--- src/rtl/ddr_init_pkg.sv ---
package ddr_init_pkg;

  // {cs_n, ras_n, cas_n, we_n}
  typedef enum logic [3:0] {
    CMD_MRS = 4'b0000,
    CMD_REF = 4'b0001,
    CMD_PRE = 4'b0010,
    CMD_NOP = 4'b0111
  } ddr_cmd_e;

  typedef enum logic [3:0] {
    ST_HOLD,
    ST_WAKE,
    ST_EMRS,
    ST_W_EMRS,
    ST_DLLRST,
    ST_W_DLL,
    ST_PREA,
    ST_W_PRE,
    ST_REF,
    ST_W_REF,
    ST_MODE,
    ST_W_MODE,
    ST_LOCK,
    ST_DONE
  } init_st_e;

  function automatic logic [2:0] legal_cas(input logic [2:0] code);
    return (code == 3'b010 || code == 3'b110) ? code : 3'b110;
  endfunction

  function automatic logic [2:0] legal_burst(input logic [2:0] code);
    return (code == 3'b001 || code == 3'b010 || code == 3'b011) ? code : 3'b010;
  endfunction

  function automatic int imax(input int a, input int b);
    return (a > b) ? a : b;
  endfunction

endpackage

--- src/rtl/ddr_wait_timer.sv ---
module ddr_wait_timer #(
  parameter int          W       = 8,
  parameter logic [W-1:0] RST_VAL = '0
) (
  input  logic         clk,
  input  logic         rst_n,
  input  logic         load,
  input  logic [W-1:0] load_val,
  output logic         zero
);
  logic [W-1:0] cnt_q;

  always_ff @(posedge clk or negedge rst_n) begin
    if (!rst_n)            cnt_q <= RST_VAL;
    else if (load)         cnt_q <= load_val;
    else if (cnt_q != '0)  cnt_q <= cnt_q - 1'b1;
  end

  assign zero = (cnt_q == '0);

  // an expired wait stays expired until reloaded
  a_r9_wait_holds_zero: assert property (@(posedge clk) disable iff (!rst_n)
    (zero && !load) |=> zero);
endmodule

--- src/rtl/ddr_mode_fmt.sv ---
module ddr_mode_fmt #(
  parameter int AW = 13
) (
  input  logic [2:0]    burst_code,
  input  logic          interleave,
  input  logic [2:0]    cas_code,
  input  logic          half_drive,
  output logic [AW-1:0] mode_word,
  output logic [AW-1:0] ext_word
);
  import ddr_init_pkg::*;

  always_comb begin
    mode_word      = '0;
    mode_word[2:0] = legal_burst(burst_code);
    mode_word[3]   = interleave;
    mode_word[6:4] = legal_cas(cas_code);
    ext_word       = '0;
    ext_word[0]    = 1'b0;        // DLL enabled
    ext_word[1]    = half_drive;
  end
endmodule

--- src/rtl/ddr_refresh_timer.sv ---
module ddr_refresh_timer #(
  parameter int INTERVAL = 1560
) (
  input  logic clk,
  input  logic rst_n,
  input  logic restart,
  input  logic armed,
  output logic due
);
  localparam int IV = (INTERVAL < 1) ? 1 : INTERVAL;
  localparam int CW = $clog2(IV + 1);

  logic [CW-1:0] cnt_q;

  always_ff @(posedge clk or negedge rst_n) begin
    if (!rst_n)           cnt_q <= '0;
    else if (restart)     cnt_q <= CW'(IV);
    else if (cnt_q != '0) cnt_q <= cnt_q - 1'b1;
  end

  assign due = armed && (cnt_q == '0);

  // a refresh clears the request on the following cycle
  a_r11_restart_clears: assert property (@(posedge clk) disable iff (!rst_n)
    restart |=> !due);
endmodule

--- src/rtl/ddr_init_seq.sv ---
module ddr_init_seq #(
  parameter int AW           = 13,
  parameter int BA_W         = 2,
  parameter int STABLE_CYC   = 40000,
  parameter int T_MRD        = 2,
  parameter int T_RP         = 4,
  parameter int T_RFC        = 15,
  parameter int DLL_LOCK_CYC = 200,
  parameter int REF_INT_CYC  = 1560,
  parameter int INIT_REFS    = 2
) (
  input  logic            clk,
  input  logic            rst_n,
  input  logic [2:0]      cfg_burst_code,
  input  logic            cfg_interleave,
  input  logic [2:0]      cfg_cas_code,
  input  logic            cfg_half_drive,
  input  logic            ref_ack,
  output logic            ddr_cke,
  output logic            ddr_cs_n,
  output logic            ddr_ras_n,
  output logic            ddr_cas_n,
  output logic            ddr_we_n,
  output logic [BA_W-1:0] ddr_ba,
  output logic [AW-1:0]   ddr_addr,
  output logic            init_done,
  output logic            ref_due
);
  import ddr_init_pkg::*;

  localparam int GAP_MRD = imax(T_MRD, 2);
  localparam int GAP_RP  = imax(T_RP, 2);
  localparam int GAP_RFC = imax(T_RFC, 2);
  localparam int HOLD_N  = imax(STABLE_CYC, 1);
  localparam int NREF    = imax(INIT_REFS, 2);
  localparam int LOCK_N  = imax(DLL_LOCK_CYC, 1);
  localparam int WMAX    = imax(HOLD_N, imax(GAP_MRD, imax(GAP_RP, GAP_RFC)));
  localparam int WW      = $clog2(WMAX + 1);
  localparam int LW      = $clog2(LOCK_N + 1);
  localparam int RW      = $clog2(NREF + 1);

  init_st_e        st_q, st_d;
  logic            wt_load, wt_zero, lk_load, lk_zero;
  logic [WW-1:0]   wt_val;
  logic [RW-1:0]   ref_num_q;
  logic [AW-1:0]   mode_word, ext_word;
  ddr_cmd_e        cmd_q;
  logic            cke_q, done_q;
  logic [BA_W-1:0] ba_q;
  logic [AW-1:0]   addr_q;

  ddr_mode_fmt #(.AW(AW)) u_fmt (
    .burst_code (cfg_burst_code),
    .interleave (cfg_interleave),
    .cas_code   (cfg_cas_code),
    .half_drive (cfg_half_drive),
    .mode_word  (mode_word),
    .ext_word   (ext_word)
  );

  ddr_wait_timer #(.W(WW), .RST_VAL(WW'(HOLD_N - 1))) u_gap (
    .clk      (clk),
    .rst_n    (rst_n),
    .load     (wt_load),
    .load_val (wt_val),
    .zero     (wt_zero)
  );

  ddr_wait_timer #(.W(LW), .RST_VAL('0)) u_lock (
    .clk      (clk),
    .rst_n    (rst_n),
    .load     (lk_load),
    .load_val (LW'(LOCK_N)),
    .zero     (lk_zero)
  );

  ddr_refresh_timer #(.INTERVAL(REF_INT_CYC)) u_ref (
    .clk     (clk),
    .rst_n   (rst_n),
    .restart (st_q == ST_REF || ref_ack),
    .armed   (done_q),
    .due     (ref_due)
  );

  always_comb begin
    st_d    = st_q;
    wt_load = 1'b0;
    wt_val  = '0;
    lk_load = 1'b0;
    unique case (st_q)
      ST_HOLD:   if (wt_zero) st_d = ST_WAKE;
      ST_WAKE:   st_d = ST_EMRS;
      ST_EMRS:   begin wt_load = 1'b1; wt_val = WW'(GAP_MRD - 2); st_d = ST_W_EMRS; end
      ST_W_EMRS: if (wt_zero) st_d = ST_DLLRST;
      ST_DLLRST: begin
        wt_load = 1'b1; wt_val = WW'(GAP_MRD - 2); lk_load = 1'b1; st_d = ST_W_DLL;
      end
      ST_W_DLL:  if (wt_zero) st_d = ST_PREA;
      ST_PREA:   begin wt_load = 1'b1; wt_val = WW'(GAP_RP - 2); st_d = ST_W_PRE; end
      ST_W_PRE:  if (wt_zero) st_d = ST_REF;
      ST_REF:    begin wt_load = 1'b1; wt_val = WW'(GAP_RFC - 2); st_d = ST_W_REF; end
      ST_W_REF:  if (wt_zero) st_d = (ref_num_q == RW'(NREF)) ? ST_MODE : ST_REF;
      ST_MODE:   begin wt_load = 1'b1; wt_val = WW'(GAP_MRD - 2); st_d = ST_W_MODE; end
      ST_W_MODE: if (wt_zero) st_d = lk_zero ? ST_DONE : ST_LOCK;
      ST_LOCK:   if (lk_zero) st_d = ST_DONE;
      ST_DONE:   st_d = ST_DONE;
      default:   st_d = ST_HOLD;
    endcase
  end

  always_ff @(posedge clk or negedge rst_n) begin
    if (!rst_n) begin
      st_q      <= ST_HOLD;
      ref_num_q <= '0;
      done_q    <= 1'b0;
    end else begin
      st_q   <= st_d;
      done_q <= (st_q == ST_DONE);
      if (st_q == ST_REF) ref_num_q <= ref_num_q + 1'b1;
    end
  end

  // Registered pin stage: pins show the command of the previous state
  always_ff @(posedge clk or negedge rst_n) begin
    if (!rst_n) begin
      cke_q  <= 1'b0;
      cmd_q  <= CMD_NOP;
      ba_q   <= '0;
      addr_q <= '0;
    end else begin
      cke_q  <= cke_q || (st_q != ST_HOLD);
      cmd_q  <= CMD_NOP;
      ba_q   <= '0;
      addr_q <= '0;
      unique case (st_q)
        ST_EMRS:   begin cmd_q <= CMD_MRS; ba_q <= BA_W'(1); addr_q <= ext_word; end
        ST_DLLRST: begin cmd_q <= CMD_MRS; addr_q <= mode_word | (AW'(1) << 8); end
        ST_PREA:   begin cmd_q <= CMD_PRE; addr_q <= AW'(1) << 10; end
        ST_REF:    cmd_q <= CMD_REF;
        ST_MODE:   begin cmd_q <= CMD_MRS; addr_q <= mode_word; end
        default:   ;
      endcase
    end
  end

  assign ddr_cke = cke_q;
  assign {ddr_cs_n, ddr_ras_n, ddr_cas_n, ddr_we_n} = cmd_q;
  assign ddr_ba    = ba_q;
  assign ddr_addr  = addr_q;
  assign init_done = done_q;

  // while clock-enable is low only no-operations appear
  a_r1_nop_while_cke_low: assert property (@(posedge clk) disable iff (!rst_n)
    !ddr_cke |-> (cmd_q == CMD_NOP));
  // clock-enable never drops once raised
  a_r2_cke_stays_high: assert property (@(posedge clk) disable iff (!rst_n)
    ddr_cke |=> ddr_cke);
  // mode writes to bank 0 keep test and reserved bits clear
  a_r6_mode_reserved_zero: assert property (@(posedge clk) disable iff (!rst_n)
    (cmd_q == CMD_MRS && ba_q == '0) |-> (addr_q[7] == 1'b0 && addr_q[AW-1:9] == '0));
  // every issued command is followed by a no-operation
  a_r9_nop_after_cmd: assert property (@(posedge clk) disable iff (!rst_n)
    (cmd_q != CMD_NOP) |=> (cmd_q == CMD_NOP));
  // done is sticky and the pins stay quiet afterwards
  a_r10_done_sticky: assert property (@(posedge clk) disable iff (!rst_n)
    init_done |=> init_done);
  a_r10_quiet_after_done: assert property (@(posedge clk) disable iff (!rst_n)
    init_done |-> (cmd_q == CMD_NOP));
endmodule

--- config.mk ---
export PLATFORM = sky130hd
export DESIGN_NAME = ddr_init_seq
export DESIGN_NICKNAME = d
export VERILOG_FILES = /design/src/rtl/ddr_init_pkg.sv /design/src/rtl/ddr_wait_timer.sv /design/src/rtl/ddr_mode_fmt.sv /design/src/rtl/ddr_refresh_timer.sv /design/src/rtl/ddr_init_seq.sv
export SDC_FILE = /design/constraint.sdc
export NUM_CORES = 1
export LEC_CHECK = 0
export ABC_AREA = 1
export BUFFER_PORTS_ARGS = -buffer_cell sky130_fd_sc_hd__buf_4
export CORE_MARGIN = 1
export CORE_UTILIZATION = 35
export CTS_BUF_LIST = sky130_fd_sc_hd__clkbuf_16
export DETAILED_ROUTE_END_ITERATION = 8
export PLACE_DENSITY = 0.6
export SLEW_MARGIN = 20
export SYNTH_ARGS = -nofsm -noshare
export SYNTH_HDL_FRONTEND = slang
export SYNTH_HIERARCHICAL = 1
export SYNTH_SLANG_ARGS = --single-unit
--- constraint.sdc ---
create_clock -name clk -period 4.3 [get_ports clk]
set_input_delay 0.43 -clock clk [delete_from_list [all_inputs] [get_ports clk]]
set_output_delay 0.43 -clock clk [all_outputs]
set_load 0.05 [all_outputs]
Word level (Yosys, flattened, before mapping) --
Cells that the tools add are included.
Word-level totals: register bits after elaboration 62, bits in latches 0, memory bits (writable) 0, ROM bits 0, bits of input ports 11, output and inout port bits 22, logic and storage cells 84, memories 0
Cells by class: $add $sub $neg 4, multiply operators 0, div/mod/pow operators 0, $lt $le $gt $ge 0, equal/unequal tests 26, shift operators 0, multiplexer cells 24, bitwise gates (word level) 0, reductions and logical operators 20
Operator list (number):
- case mux 4 bit (14 select lines) | 1
- case mux 11 bit (4 select lines) | 1
- two-way mux 16 bit | 2
- two-way mux 4 bit | 7
- == test 4 bit (second input constant) | 6
- two-way mux 11 bit | 2
- == test 4 x 3 -> 1 bit (second input constant) | 4
- logical NOT 16 bit | 1
- two-way mux 8 bit | 2
- nonzero test 16 bit | 1
- subtractor 16 x 1 -> 16 bit (second input constant) | 1
- != test 2 x 1 -> 1 bit (second input constant) | 6
- logical NOT 11 bit | 1
- nonzero test 11 bit | 1
- subtractor 11 x 1 -> 11 bit (second input constant) | 1
- == test 3 x 2 -> 1 bit (second input constant) | 3
- case mux 3 bit (3 select lines) | 1
- == test 4 x 2 -> 1 bit (second input constant) | 2
- logical NOT 8 bit | 1
- case mux 4 bit (2 select lines) | 1
- nonzero test 8 bit | 1
- subtractor 8 x 1 -> 8 bit (second input constant) | 1
- AND reduction 7 bit | 1
- two-way mux 3 bit | 2
- 15 further kinds | 24

Logic depth before layout (Yosys ltp) --
depth in word-level cells 5, gate-level depth with buffers 13

Modules after synthesis --
The synthesis kept the hierarchy.
By module, submodules not included:
- ddr_init_seq | times used 1, cells each 151, area an instance 1208.7 um^2, sequential area each 629.4 um^2
- ddr_wait_timer at u_gap | times used 1, cells each 167, area an instance 1197.4 um^2, sequential area each 412.9 um^2
- ddr_refresh_timer | times used 1, cells each 87, area an instance 646.9 um^2, sequential area each 275.3 um^2
- ddr_wait_timer at u_lock | times used 1, cells each 71, area an instance 513.0 um^2, sequential area each 200.2 um^2
- ddr_mode_fmt | times used 1, cells each 33, area an instance 220.2 um^2, sequential area each 0.0 um^2

Worst setup path before layout --
OpenSTA, ideal clock, no wires.
path type reg2out, start register u_ref.cnt_q[0], end output ref_due, arrival 1.709 ns, required time 3.870 ns, setup slack 2.161 ns, cell stages (with the launch flop) 7, buffers on the path 0, cells stage by stage dfrtp_1 inv_1 ha_1 nand2_2 nor2_4 nand3_4 nor2_1
On the way: word-level cells in the longest chain between the ends 2
Ends and longest elaborated chain:
- from (decl) | line ddr_refresh_timer.sv:13 | logic [CW-1:0] cnt_q;
- from (signal assigned) | line ddr_refresh_timer.sv:17 | else if (restart) cnt_q <= CW'(IV);
- from (signal assigned) | line ddr_refresh_timer.sv:18 | else if (cnt_q != '0) cnt_q <= cnt_q - 1'b1;
- logical NOT 11 bit | line ddr_refresh_timer.sv:21 | assign due = armed && (cnt_q == '0);
- logical AND 1 bit | line ddr_refresh_timer.sv:21
- to (decl) | line ddr_init_seq.sv:27 | output logic ref_due
No other way between the ends.

Worst setup path after layout --
start register st_q[3], end register u_gap.cnt_q[12]
On the way: word-level cells in the longest chain between the ends 4, elaborated cells between the ends (all ways) 9, those cells by class 5 x eq/ne; 2 x mux; 2 x reduce/logical
Ends and longest elaborated chain:
- from (decl) | line ddr_init_seq.sv:42 | init_st_e st_q, st_d;
- from (signal assigned) | line ddr_init_seq.sv:117 | st_q <= st_d;
- == test 4 bit (tied with other cells) | line ddr_init_seq.sv:90 | unique case (st_q)
- OR reduction 5 bit (no line) (*)
- two-way mux 1 bit (*) | line ddr_init_seq.sv:90
- via wt_load | line ddr_init_seq.sv:43 | logic wt_load, wt_zero, lk_load, lk_zero;
- two-way mux 16 bit or nonzero test 2 bit (tied branches)
- to (signal assigned) | line ddr_wait_timer.sv:15 | else if (load) cnt_q <= load_val;
- to (signal assigned) | line ddr_wait_timer.sv:16 | else if (cnt_q != '0) cnt_q <= cnt_q - 1'b1;
- to (decl) | line ddr_wait_timer.sv:11 | logic [W-1:0] cnt_q;
The timed path passes the listed nets; every way through them passes the cells marked *. A chain may end at the register's enable or synchronous reset.

==> results_dict.tcl <==
set metrics [dict create \
    yosysSeqAreaShare_pct 40.1 \
    tightest_slew_ns 0.777 \
    antenna_found_initial 0 \
    synth_cell_type_count 34 \
    ant_nets 0 \
    avgViaCountPerCell 4.39 \
    h-tree-depth 3 \
    finalHoldViolCount 0 \
    setup_viol 0 \
    diodes 0 \
    tns_ns 0 \
    reg2reg_to "u_gap/cnt_q[12]" \
    initial_core_util_pct 36.3 \
    synth-seq-cells 60 \
    fin_nets 573 \
    max_cap_viol_count 0 \
    synthXorXnorAreaFrac_pct 2.08 \
    crit_path_cell_trace "inv_1 > nand2_1 > nor2_4 > inv_2 > nand2_2 > nor3_4 > inv_1 > buf_4 > inv_1 > or2_2 > nand2_1 > nor2_1" \
    final_cell_mix "nand2_1 (155), nor2_1 (55), inv_1 (51), dfrtp_1 (47), conb_1 (43)" \
    rows 37 \
    crit_type "reg2reg" \
    io_pins 33 \
    synthAdderAreaFrac_pct 1.32 \
    max_freq_mhz 409 \
    fin_crit_sh_pct 56.8 \
    cp.depth 12 \
    max_slew_margin_pct 48.2 \
    cellLeakagePower_nw 2.27 \
    mappedNetlistArea_um2 3790 \
    min_period_ns 2.44 \
    synth_compound_area_share_pct 7.20 \
    ir_worst_vdd_mv 0.136 \
    clk_pin_slew_ns 0.05 \
    drcViolationCount 0 \
    root_buffer "clkbuf_16" \
    dp_hpwl_um 5310 \
    clock-sinks 60 \
    startpoint "st_q[3]" \
    synth_warnings 6 \
    cts_buffer_depth 2 \
    total_power_mw 1.26 \
    power_density_nw_per_um2 290 \
    final_common_cell "nand2_1" \
    drtIter0Drc 90 \
    cp_num_buf_inv 5 \
    avgSynthCellArea_um2 7.44 \
    ff2ff_path_depth 12 \
    grt_pass1_wl_um 13500 \
    die-area_um2 11200 \
    wl_um 7410 \
    grt_pass1_vias 3005 \
    die_y_um 106 \
    yosys.area_share.simple_pct 37.1 \
    drtPass1Iterations 4 \
    postCtsHoldBufs 0 \
    synth_top_family_by_area "simple AND/OR/NAND/NOR gates" \
    worstPathArrival_ns 2.70 \
    cts_setup_buffers 0 \
    stdcell_count 699 \
    vias 3067 \
    crit_path_start_kind "flip-flop" \
    slew_viol_final 0 \
    gp_congestion 0.869 \
    crit_family "simple AND/OR/NAND/NOR gates" \
    cp-end-kind "flip-flop" \
    synth_mux_area_share_pct 0 \
    core_area_um2 10400 \
    crit_required_ns 4.55 \
    hold_ws_ns 0.196 \
    fin_util_pct 41.9 \
    status "finished clean" \
    clock_skew_ns 0.00675 \
    worstSetupEndpoint "u_gap/cnt_q[12]" \
    worstReg2RegStart "st_q[3]" \
    synthCells 509 \
    cts_buffers 9 \
    tritoncts "done" \
    gr-total-overflow 0 \
    nFillCells 1055 \
    rsz0062_at_grt "no" \
    clk-insertion-delay-late_ns 0.32 \
    min_path_type "in2async" \
    rrSetupSlack_ns 1.86 \
    slowest_delay_ns 0.45 \
    portBuffers 30 \
    wl_per_cell_um 10.6 \
    drive_gt1_share_pct 19.7 \
    dpl.cell_count 683 \
    crit_slowest_cell "nor2_4" \
    grt_max_degree 61 \
    path_max_fanout 26 \
    grt_use_total_pct 15.0 \
    die_x_um 106 \
    area.growth.synth_to_final_pct 15.3 \
    cp_common_cell "inv_1" \
    post_cts_resized 0 \
]
==> cells in the mapped netlist <==
| library cell | n | area (µm²) |
|---|---|---|
| buf_4 | 26 | 195 |
| nor2_1 | 55 | 206 |
| or2_2 | 4 | 25.0 |
| nor2_2 | 12 | 75.1 |
| dfstp_2 | 13 | 342 |
| conb_1 | 4 | 15.0 |
| nor3_1 | 1 | 5.00 |
| buf_2 | 4 | 20.0 |
| nor3_4 | 1 | 16.3 |
| nand3b_1 | 5 | 37.5 |
| clkbuf_2 | 1 | 5.00 |
| nand3_1 | 31 | 155 |
| nand3_4 | 3 | 52.6 |
| nand2_4 | 2 | 22.5 |
| o21ai_1 | 4 | 20.0 |
| o21bai_2 | 3 | 33.8 |
| xor2_1 | 6 | 52.6 |
| nand2_1 | 155 | 582 |
| nand2_2 | 8 | 50.1 |
| nand4_1 | 6 | 37.5 |
| o21ai_2 | 3 | 26.3 |
| nor3_2 | 1 | 10.0 |
| nand3_2 | 1 | 10.0 |
| inv_2 | 7 | 26.3 |
| buf_6 | 1 | 11.3 |
| o21ai_0 | 28 | 140 |
| xnor2_1 | 3 | 26.3 |
| a21boi_1 | 1 | 7.51 |
| nor2_8 | 1 | 20.0 |
| ha_1 | 4 | 50.1 |
| inv_1 | 50 | 188 |
| dfrtp_1 | 47 | 1180 |
| a21oi_1 | 9 | 45.0 |
| nor2_4 | 9 | 101 |
==> logic make-up after synthesis <==
kind of cell | after synthesis
xor+xnor | 9
buf+inv | 89
compound gates | 48
simple gates | 295
fa+ha+maj | 4
flops | 60
other cells | 4
==> worst min-delay path by stage <==
stage | end | cells past startpoint
finish | u_ref/cnt_q[10] | 1
global route | u_ref/cnt_q[10] | 1
CTS | u_ref/cnt_q[10] | 1
detailed placement | ref_num_q[0] | 1
global placement | ddr_cke | 1
floorplan | ddr_addr[0] | 0
==> sequential cells by signal (all words and copies together), names as in the netlist <==
| register | count |
|---|---|
| cmd_q | 3 |
| ddr_addr | 13 |
| ddr_ba | 1 |
| ddr_cke | 1 |
| init_done | 1 |
| ref_num_q | 2 |
| st_q | 4 |
| u_gap/cnt_q | 16 |
| u_lock/cnt_q | 8 |
| u_ref/cnt_q | 11 |
==> power breakdown <==
group	switching, mW	leakage (nW)	internal [mW]
combinational	0.0418	1.43	0.0188
sequential	0.00707	0.713	0.572
clock	0.245	0.125	0.380
==> cell type report <==
class	count	area [µm²]	share of cell area (%)
Tap cell	136	170	3.90
Inverter	57	214	4.90
Sequential cell	60	1520	34.8
Timing Repair Buffer	31	233	5.33
Clock buffer	9	225	5.16
Multi-Input combinational cell	399	1970	45.1
Clock inverter	7	35.0	0.803
==> worst register-to-register path: cells and delay by family (launching register included) <==
family,cells,cell delay [ns]
buffers and inverters,5,0.76
flip-flops,1,0.44
AND/OR/NAND/NOR,7,1.17
==> through the flow <==
step / area (µm²) / worst slack [ns]
3_5_place_dp: 4100 / 1.85
3_3_place_gp: 4100 / 1.91
4_1_cts: 4360 / 1.83
2_1_floorplan: 3930 / 2.16
6_report: 4360 / 1.86
5_1_grt: 4360 / 1.53
==> layer usage <==
layer / vias to the layer above / track usage [%] / routed length, µm
li1: 1624 / - / -
met1: 1387 / 17.8 / 3380
met2: 45 / 25.4 / 3630
met3: 11 / 4.35 / 264
met4: 0 / 6.45 / 132
met5: - / 0 / 0
Note: power is estimated with default switching activity, not from simulation.
